$ cat config.mk
export PLATFORM = sky130hd
export DESIGN_NAME = smii_tx_serializer
export DESIGN_NICKNAME = d
export VERILOG_FILES = /design/src/rtl/smii_tx_pkg.sv /design/src/rtl/smii_seg_timer.sv /design/src/rtl/smii_nib_pack.sv /design/src/rtl/smii_tx_serializer.sv
export SDC_FILE = /design/constraint.sdc
export NUM_CORES = 1
export LEC_CHECK = 0
export ABC_CLOCK_PERIOD_IN_PS = 3400
export BUFFER_PORTS_ARGS = -buffer_cell sky130_fd_sc_hd__buf_2
export CORE_ASPECT_RATIO = 1.4
export CORE_MARGIN = 4
export CORE_UTILIZATION = 60
export DETAILED_ROUTE_END_ITERATION = 10
export GPL_TIMING_DRIVEN = 0
export HOLD_SLACK_MARGIN = 0.12
export PLACE_DENSITY = 0.84
export SLEW_MARGIN = 20
export SYNTH_ARGS = -nofsm -noshare
export SYNTH_HDL_FRONTEND = slang
export SYNTH_SLANG_ARGS = --single-unit
$ cat constraint.sdc
create_clock -name clk -period 3.4 [get_ports clk]
set_input_delay 0.17 -clock clk [delete_from_list [all_inputs] [get_ports clk]]
set_output_delay 0.17 -clock clk [all_outputs]
set_load 0.05 [all_outputs]
$ cat src/rtl/smii_tx_pkg.sv
package smii_tx_pkg;
    // fixed positions of the control flags inside a segment
    localparam int CTRL_BITS = 2;
    localparam int ER_POS    = 0;
    localparam int EN_POS    = 1;
endpackage

$ cat src/rtl/smii_seg_timer.sv
module smii_seg_timer #(
    parameter int SEG_LEN   = 10,
    parameter int REP_COUNT = 10,
    localparam int BW = $clog2(SEG_LEN),
    localparam int RW = $clog2(REP_COUNT)
) (
    input  logic          clk,
    input  logic          rst_n,
    input  logic          fast,
    output logic [BW-1:0] bit_next,
    output logic          load_slot
);
    typedef struct packed {
        logic [BW-1:0] bit_idx;
        logic [RW-1:0] rep;
    } tmr_t;

    tmr_t s_d, s_q;
    logic last_bit;

    always_comb begin
        s_d      = s_q;
        last_bit = (s_q.bit_idx == BW'(SEG_LEN - 1));
        if (last_bit) begin
            s_d.bit_idx = '0;
            if (fast || s_q.rep == RW'(REP_COUNT - 1))
                s_d.rep = '0;
            else
                s_d.rep = s_q.rep + 1'b1;
        end else begin
            s_d.bit_idx = s_q.bit_idx + 1'b1;
        end
        load_slot = last_bit && (fast || s_q.rep == RW'(REP_COUNT - 1));
        bit_next  = s_d.bit_idx;
    end

    always_ff @(posedge clk) begin
        if (!rst_n) begin
            s_q.bit_idx <= BW'(SEG_LEN - 1);
            s_q.rep     <= RW'(REP_COUNT - 1);
        end else begin
            s_q <= s_d;
        end
    end
endmodule

$ cat src/rtl/smii_nib_pack.sv
module smii_nib_pack #(
    parameter int NIB_W = 4,
    localparam int BYTE_W = 2 * NIB_W
) (
    input  logic              clk,
    input  logic              rst_n,
    input  logic              nib_valid,
    input  logic              nib_en,
    input  logic              nib_er,
    input  logic [NIB_W-1:0]  nib_data,
    output logic              nib_ready,
    input  logic              take,
    output logic              byte_vld,
    output logic [BYTE_W-1:0] byte_data,
    output logic              byte_er
);
    typedef struct packed {
        logic              lo_vld;
        logic [NIB_W-1:0]  lo_data;
        logic              lo_er;
        logic              buf_vld;
        logic [BYTE_W-1:0] buf_data;
        logic              buf_er;
    } pk_t;

    pk_t  s_d, s_q;
    logic accept;

    assign nib_ready = rst_n && !s_q.buf_vld;
    assign accept    = nib_valid && nib_ready;
    assign byte_vld  = s_q.buf_vld;
    assign byte_data = s_q.buf_data;
    assign byte_er   = s_q.buf_er;

    always_comb begin
        s_d = s_q;
        if (take)
            s_d.buf_vld = 1'b0;
        if (accept) begin
            if (nib_en) begin
                if (!s_q.lo_vld) begin
                    s_d.lo_vld  = 1'b1;
                    s_d.lo_data = nib_data;
                    s_d.lo_er   = nib_er;
                end else begin
                    s_d.lo_vld   = 1'b0;
                    s_d.buf_vld  = 1'b1;
                    s_d.buf_data = {nib_data, s_q.lo_data};
                    s_d.buf_er   = s_q.lo_er | nib_er;
                end
            end else if (s_q.lo_vld) begin
                // frame closed on an odd nibble: pad and flag the byte
                s_d.lo_vld   = 1'b0;
                s_d.buf_vld  = 1'b1;
                s_d.buf_data = {{NIB_W{1'b0}}, s_q.lo_data};
                s_d.buf_er   = 1'b1;
            end
        end
    end

    always_ff @(posedge clk) begin
        if (!rst_n)
            s_q <= '0;
        else
            s_q <= s_d;
    end
endmodule

$ cat src/rtl/smii_tx_serializer.sv
module smii_tx_serializer #(
    parameter int NIB_W     = 4,
    parameter int REP_COUNT = 10,
    localparam int BYTE_W  = 2 * NIB_W,
    localparam int SEG_LEN = BYTE_W + smii_tx_pkg::CTRL_BITS,
    localparam int BW      = $clog2(SEG_LEN)
) (
    input  logic             clk,
    input  logic             rst_n,
    input  logic             fast_mode,
    input  logic             nib_valid,
    output logic             nib_ready,
    input  logic             nib_en,
    input  logic             nib_er,
    input  logic [NIB_W-1:0] nib_data,
    output logic             smii_sync,
    output logic             smii_txd
);
    import smii_tx_pkg::*;

    typedef struct packed {
        logic [SEG_LEN-1:0] seg;
        logic               txd;
        logic               sync;
    } ser_t;

    ser_t              s_d, s_q;
    logic [BW-1:0]     bit_next;
    logic              load_slot;
    logic              byte_vld;
    logic [BYTE_W-1:0] byte_data;
    logic              byte_er;
    logic              take;

    smii_seg_timer #(.SEG_LEN(SEG_LEN), .REP_COUNT(REP_COUNT)) u_timer (
        .clk       (clk),
        .rst_n     (rst_n),
        .fast      (fast_mode),
        .bit_next  (bit_next),
        .load_slot (load_slot)
    );

    assign take = load_slot && byte_vld;

    smii_nib_pack #(.NIB_W(NIB_W)) u_pack (
        .clk       (clk),
        .rst_n     (rst_n),
        .nib_valid (nib_valid),
        .nib_en    (nib_en),
        .nib_er    (nib_er),
        .nib_data  (nib_data),
        .nib_ready (nib_ready),
        .take      (take),
        .byte_vld  (byte_vld),
        .byte_data (byte_data),
        .byte_er   (byte_er)
    );

    always_comb begin
        s_d = s_q;
        if (load_slot) begin
            s_d.seg = '0;
            if (byte_vld) begin
                s_d.seg[ER_POS]               = byte_er;
                s_d.seg[EN_POS]               = 1'b1;
                s_d.seg[SEG_LEN-1:CTRL_BITS]  = byte_data;
            end
        end
        s_d.txd  = s_d.seg[bit_next];
        s_d.sync = (bit_next == '0);
    end

    always_ff @(posedge clk) begin
        if (!rst_n)
            s_q <= '0;
        else
            s_q <= s_d;
    end

    assign smii_sync = s_q.sync;
    assign smii_txd  = s_q.txd;
endmodule

Word level (Yosys, flattened, before mapping)
Index checks and enable logic that the tools add are counted.
- eq/ne operators: 2
- mux-type cells: 13
- bitwise operators: 2
- magnitude comparators: 1
- $add $sub $neg: 2
- reduce and logical (&&, ||, !) cells: 9
- operators by type and width (kind ; count):
    10-bit 2-to-1 mux ; 6
    4-bit by 1-bit adder with 4-bit output, second input constant ; 2
    4-bit equality test, second input constant ; 2
    4-bit 2-to-1 mux ; 2
    4-bit by 5-bit less-than comparator with 1-bit output, second input constant ; 1
    1-bit binary-select mux with 4-bit select ; 1
    1-bit logical AND ; 4
    4-bit logical NOT ; 1
    1-bit 2-to-1 mux ; 4
    3-bit AND reduction ; 1
    2-bit AND reduction ; 1
    1-bit logical NOT ; 1
    1-bit logical OR ; 1
    1-bit NOT ; 1
    1-bit bitwise OR ; 1
- flip-flop bits (word level): 36

Logic depth before layout (Yosys ltp)
- depth in word-level cells: 8
- mapped depth: 8
- mapped depth without buffers: 7

By module
From an unflattened synthesis, not the netlist that was laid out.
- cell total of the unflattened synthesis: 186
- area total of the unflattened synthesis: 1731.7 µm²
- by module, submodules not included (module ; times used ; seq. area each (µm²) ; area each (µm²) ; cells each):
    smii_nib_pack ; 1 ; 320.3 ; 743.2 ; 81
    smii_tx_serializer ; 1 ; 240.2 ; 574.3 ; 57
    smii_seg_timer ; 1 ; 160.2 ; 414.1 ; 48

Worst setup path before layout
Ideal clock, no wire load.
- kind: flip-flop to flip-flop
- from: reg u_pack.s_q, in the netlist u_pack.byte_vld
- to: reg u_pack.s_q, in the netlist u_pack.byte_er
- arrival time: 1.710 ns
- buffers on the path: 1
- clock period less this slack: 1.826 ns
- setup time: 0.116 ns
- setup slack: 1.574 ns
- stages on the path, launching flop included: 5
- path through: dfxtp_1 -> nor2_1 -> nand3_1 -> clkbuf_1 -> a31o_2
- longest elaborated chain between the ends: 4
- RTL lines (item ; RTL line ; RTL):
    from (decl) ; smii_nib_pack.sv:26 ; pk_t s_d, s_q;
    from (signal assigned) ; smii_nib_pack.sv:63 ; s_q <= '0;
    from (signal assigned) ; smii_nib_pack.sv:65 ; s_q <= s_d;
    1-bit logical NOT ; smii_nib_pack.sv:29 ; assign nib_ready = rst_n && !s_q.buf_vld;
    1-bit logical AND ; smii_nib_pack.sv:29 ;
    named net nib_ready ; smii_tx_serializer.sv:12 ; output logic nib_ready,
    1-bit logical AND ; smii_nib_pack.sv:30 ; assign accept = nib_valid && nib_ready;
    2-bit AND reduction (no source line) ; -- ;
The timed path passes the listed nets, and every way through them passes these cells.
A chain may end at the register's enable or synchronous reset.

Final worst setup path
- from: reg u_timer.s_q[1] (netlist name)
- to: reg s_q, in the netlist smii_txd
- longest elaborated chain between the ends: 6
- RTL lines (item ; RTL line ; RTL):
    from (decl) ; smii_seg_timer.sv:18 ; tmr_t s_d, s_q;
    4-bit equality test ; smii_seg_timer.sv:33 ; load_slot = last_bit && (fast || s_q.rep == RW'(REP_COUNT - 1));
    1-bit logical OR ; smii_seg_timer.sv:33 ;
    1-bit logical AND ; smii_seg_timer.sv:33 ;
    10-bit 2-to-1 mux ; smii_tx_serializer.sv:61 ; if (load_slot) begin
    1-bit binary-select mux with 4-bit select ; smii_tx_serializer.sv:69 ; s_d.txd = s_d.seg[bit_next];
    1-bit 2-to-1 mux (not written as such) ; smii_tx_serializer.sv:69 ;
    to (signal assigned) ; smii_tx_serializer.sv:75 ; s_q <= '0;
    to (signal assigned) ; smii_tx_serializer.sv:77 ; s_q <= s_d;
    to (decl) ; smii_tx_serializer.sv:27 ; ser_t s_d, s_q;
Every way passes these cells. The select of a mux whose other input is x is not followed.

==> results.yml <==
run_status:
  status: "completed"
floorplanning:
  num_rows: 21
  die_x_um: 51.3
  die-height_um: 68.6
  initial_core_util_pct: 64.4
  design.die.area_um2: 3520
  core-area_um2: 2440
  io_pins: 13
synth:
  syn-num-nets: 197
  syn_inst: 185
  synth_cell_types: 38
  synth_edf_count: 0
  synth_seq_cells: 36
  yosysSeqAreaShare_pct: 45.8
  syn_area_um2: 1570
  async_flop_share_pct: 0
  yosysWarnings: 0
  syn-mean-instance-area_um2: 8.50
  synth-main-ff-cell: "dfxtp_1"
clocking:
  ctsHoldBuffers: 6
  cts_made_buffers: 5
  cts_max_path_buffers: 2
  cts_tree: "done"
  root_buffer: "clkbuf_4"
  clock-sinks: 36
  postCtsSetupRepairBufs: 0
  cts_max_level: 2
  clock_latency_ns: 0.34
  ctsResizeCount: 0
  clk_pin_slew_ns: 0.12
drt:
  avgRoutedWirePerCell_um: 12.9
  avgViaCountPerCell: 5.54
  drtAntennaViolNets: 0
  drtIter0Drc: 33
  drc: 0
  via_count: 1358
  drtPass1Iterations: 4
  wl_um: 3160
sta:
  fin_hold_ws_ns: 0.136
  setup_viol_count_final: 0
  skew_ns: 0.0107
  setup_tns_ns: 0
  worstMarginPinSlew_ns: 0.812
  slew_headroom_pct: 45.4
  period_needed_ns: 1.97
  clock.fmax_ghz: 0.507
  finalCritPeriodShare_pct: 58.0
  drv_slew: 0
  hold_viol_final: 0
  rsz0062_at_grt: "false"
setup_path:
  end_kind: "flop"
  cp_max_fo: 6
  crit_arrival_ns: 2.21
  endpoint: "smii_txd"
  r2r-end: "smii_txd"
  critPathLaunchType: "flop"
  startpoint: "u_timer.s_q[1]"
  r2r_start: "u_timer.s_q[1]"
  r2r_cells: 7
  crit_type: "reg2reg"
  r2r_slack_ns: 1.43
  required_ns: 3.64
grt:
  grt_overflow: 0
  antenna_found_initial: 0
  grt_pass1_wl_um: 5750
  grt_max_degree: 13
  grt_usage_pct: 21.5
  grt_pass1_vias: 1344
final_layout:
  mostFrequentLayoutCells: "dfxtp_1, nand2_1, nor2_1, nand3_1, buf_2"
  nFillCells: 197
  drive_above_1_share_pct: 12.3
  antennaDiodeCount: 0
  fin_cells: 245
  synthToLayoutAreaGrowth_pct: 15.4
  fin_util_pct: 74.3
  mostFrequentLayoutCell: "dfxtp_1"
  fin_nets: 222
power_and_ir_drop:
  switchingPower_uw: 244
  p_clk_share_pct: 34.0
  ir_drop_v: 0.000554
  p_comb_share_pct: 15.5
  p_leak_uw: 0.000734
  sw_frac_of_total_pct: 27.5
  design_power_total_uw: 890
  p_int_uw: 646
  p_seq_share_pct: 50.5
  power_density_nw_per_um2: 490
place:
  dpl.cell_count: 231
  globalplace.congestion: 0.839
  port_buffers: 12
  dpl.hpwl_um: 2280
worst_hold_path:
  hold_path_class: "in2reg"
run:
  maxCapViolations: 0
## worst min-delay path by stage
stage,start,endpoint,slack [ns],cells after the start
global placement,nib_data[2],u_pack.byte_data[6],0.40,3
CTS,nib_en,u_pack.byte_data[5],0.12,3
floorplan,rst_n,s_q[2],0.29,1
finish,nib_en,u_pack.byte_data[5],0.14,3
detailed placement,nib_data[2],u_pack.byte_data[6],0.42,3
global route,nib_en,u_pack.byte_data[5],0.14,3
## cell usage after synthesis (2+ instances only)
master / instances / area, µm²
a21oi_1: 12 / 60.1
a22o_1: 2 / 17.5
a31o_2: 2 / 17.5
and2_1: 4 / 25.0
and3_1: 2 / 12.5
and3b_1: 2 / 17.5
clkbuf_1: 9 / 33.8
dfxtp_1: 36 / 721
ha_1: 2 / 25.0
inv_1: 5 / 18.8
mux2i_1: 8 / 80.1
nand2_1: 27 / 101
nand2b_1: 3 / 18.8
nand3_1: 19 / 95.1
nor2_1: 19 / 71.3
nor2b_1: 5 / 31.3
o211ai_1: 2 / 15.0
o21ai_0: 5 / 25.0
or3_1: 2 / 12.5
## registers in the layout, indices dropped and copies added, names as in the netlist
name	cells
s_q	10
u_pack.s_q	6
u_pack.byte_data	8
smii_txd	1
u_pack.byte_er	1
smii_sync	1
u_timer.s_q	8
u_pack.byte_vld	1
## stage by stage
stage	area [µm²]	setup slack (ns)
final	1820	1.43
after global routing	1820	1.29
after CTS	1820	1.41
after detailed placement	1680	1.43
after global placement	1680	1.51
after floorplan	1570	1.57
## logic make-up after synthesis
group,synth area share (%)
simple gates,27.9
flops,45.8
compound gates,14.6
buf+inv,4.38
mux,5.09
fa+ha+maj,1.59
xor+xnor,0.557
## per-layer routing
layer | routed length [µm] | track usage, %
met1 | 1340 | 23.5
met2 | 1610 | 39.7
met3 | 134 | 4.09
met4 | 73 | 10.5
met5 | 0 | 0
## critical path, cell delays in order (launching register included)
cell      delay, ns
dfxtp_1        0.40
inv_1          0.06
ha_1           0.17
and3b_1        0.22
or2_0          0.32
a22o_1         0.26
a222oi_1       0.33
o211ai_1       0.12
## area by class of cell
cell class / count / area [µm²] / area share (%)
Sequential cell: 36 / 721 / 39.7
Clock buffer: 5 / 37.5 / 2.07
Buffer: 11 / 50.0 / 2.76
Tap cell: 34 / 42.5 / 2.34
Multi-Input combinational cell: 133 / 783 / 43.1
Timing Repair Buffer: 18 / 120 / 6.62
Clock inverter: 3 / 42.5 / 2.34
Inverter: 5 / 18.8 / 1.03
## power by group through the flow
stage	Clock [µW]	Combinational, µW	Sequential, µW
floorplan	0	94.8	462
global placement	0	128	458
detailed placement	0	132	459
CTS	309	138	450
global route	319	153	452
finish	302	138	450
Note: power is estimated with default switching activity, not from simulation.
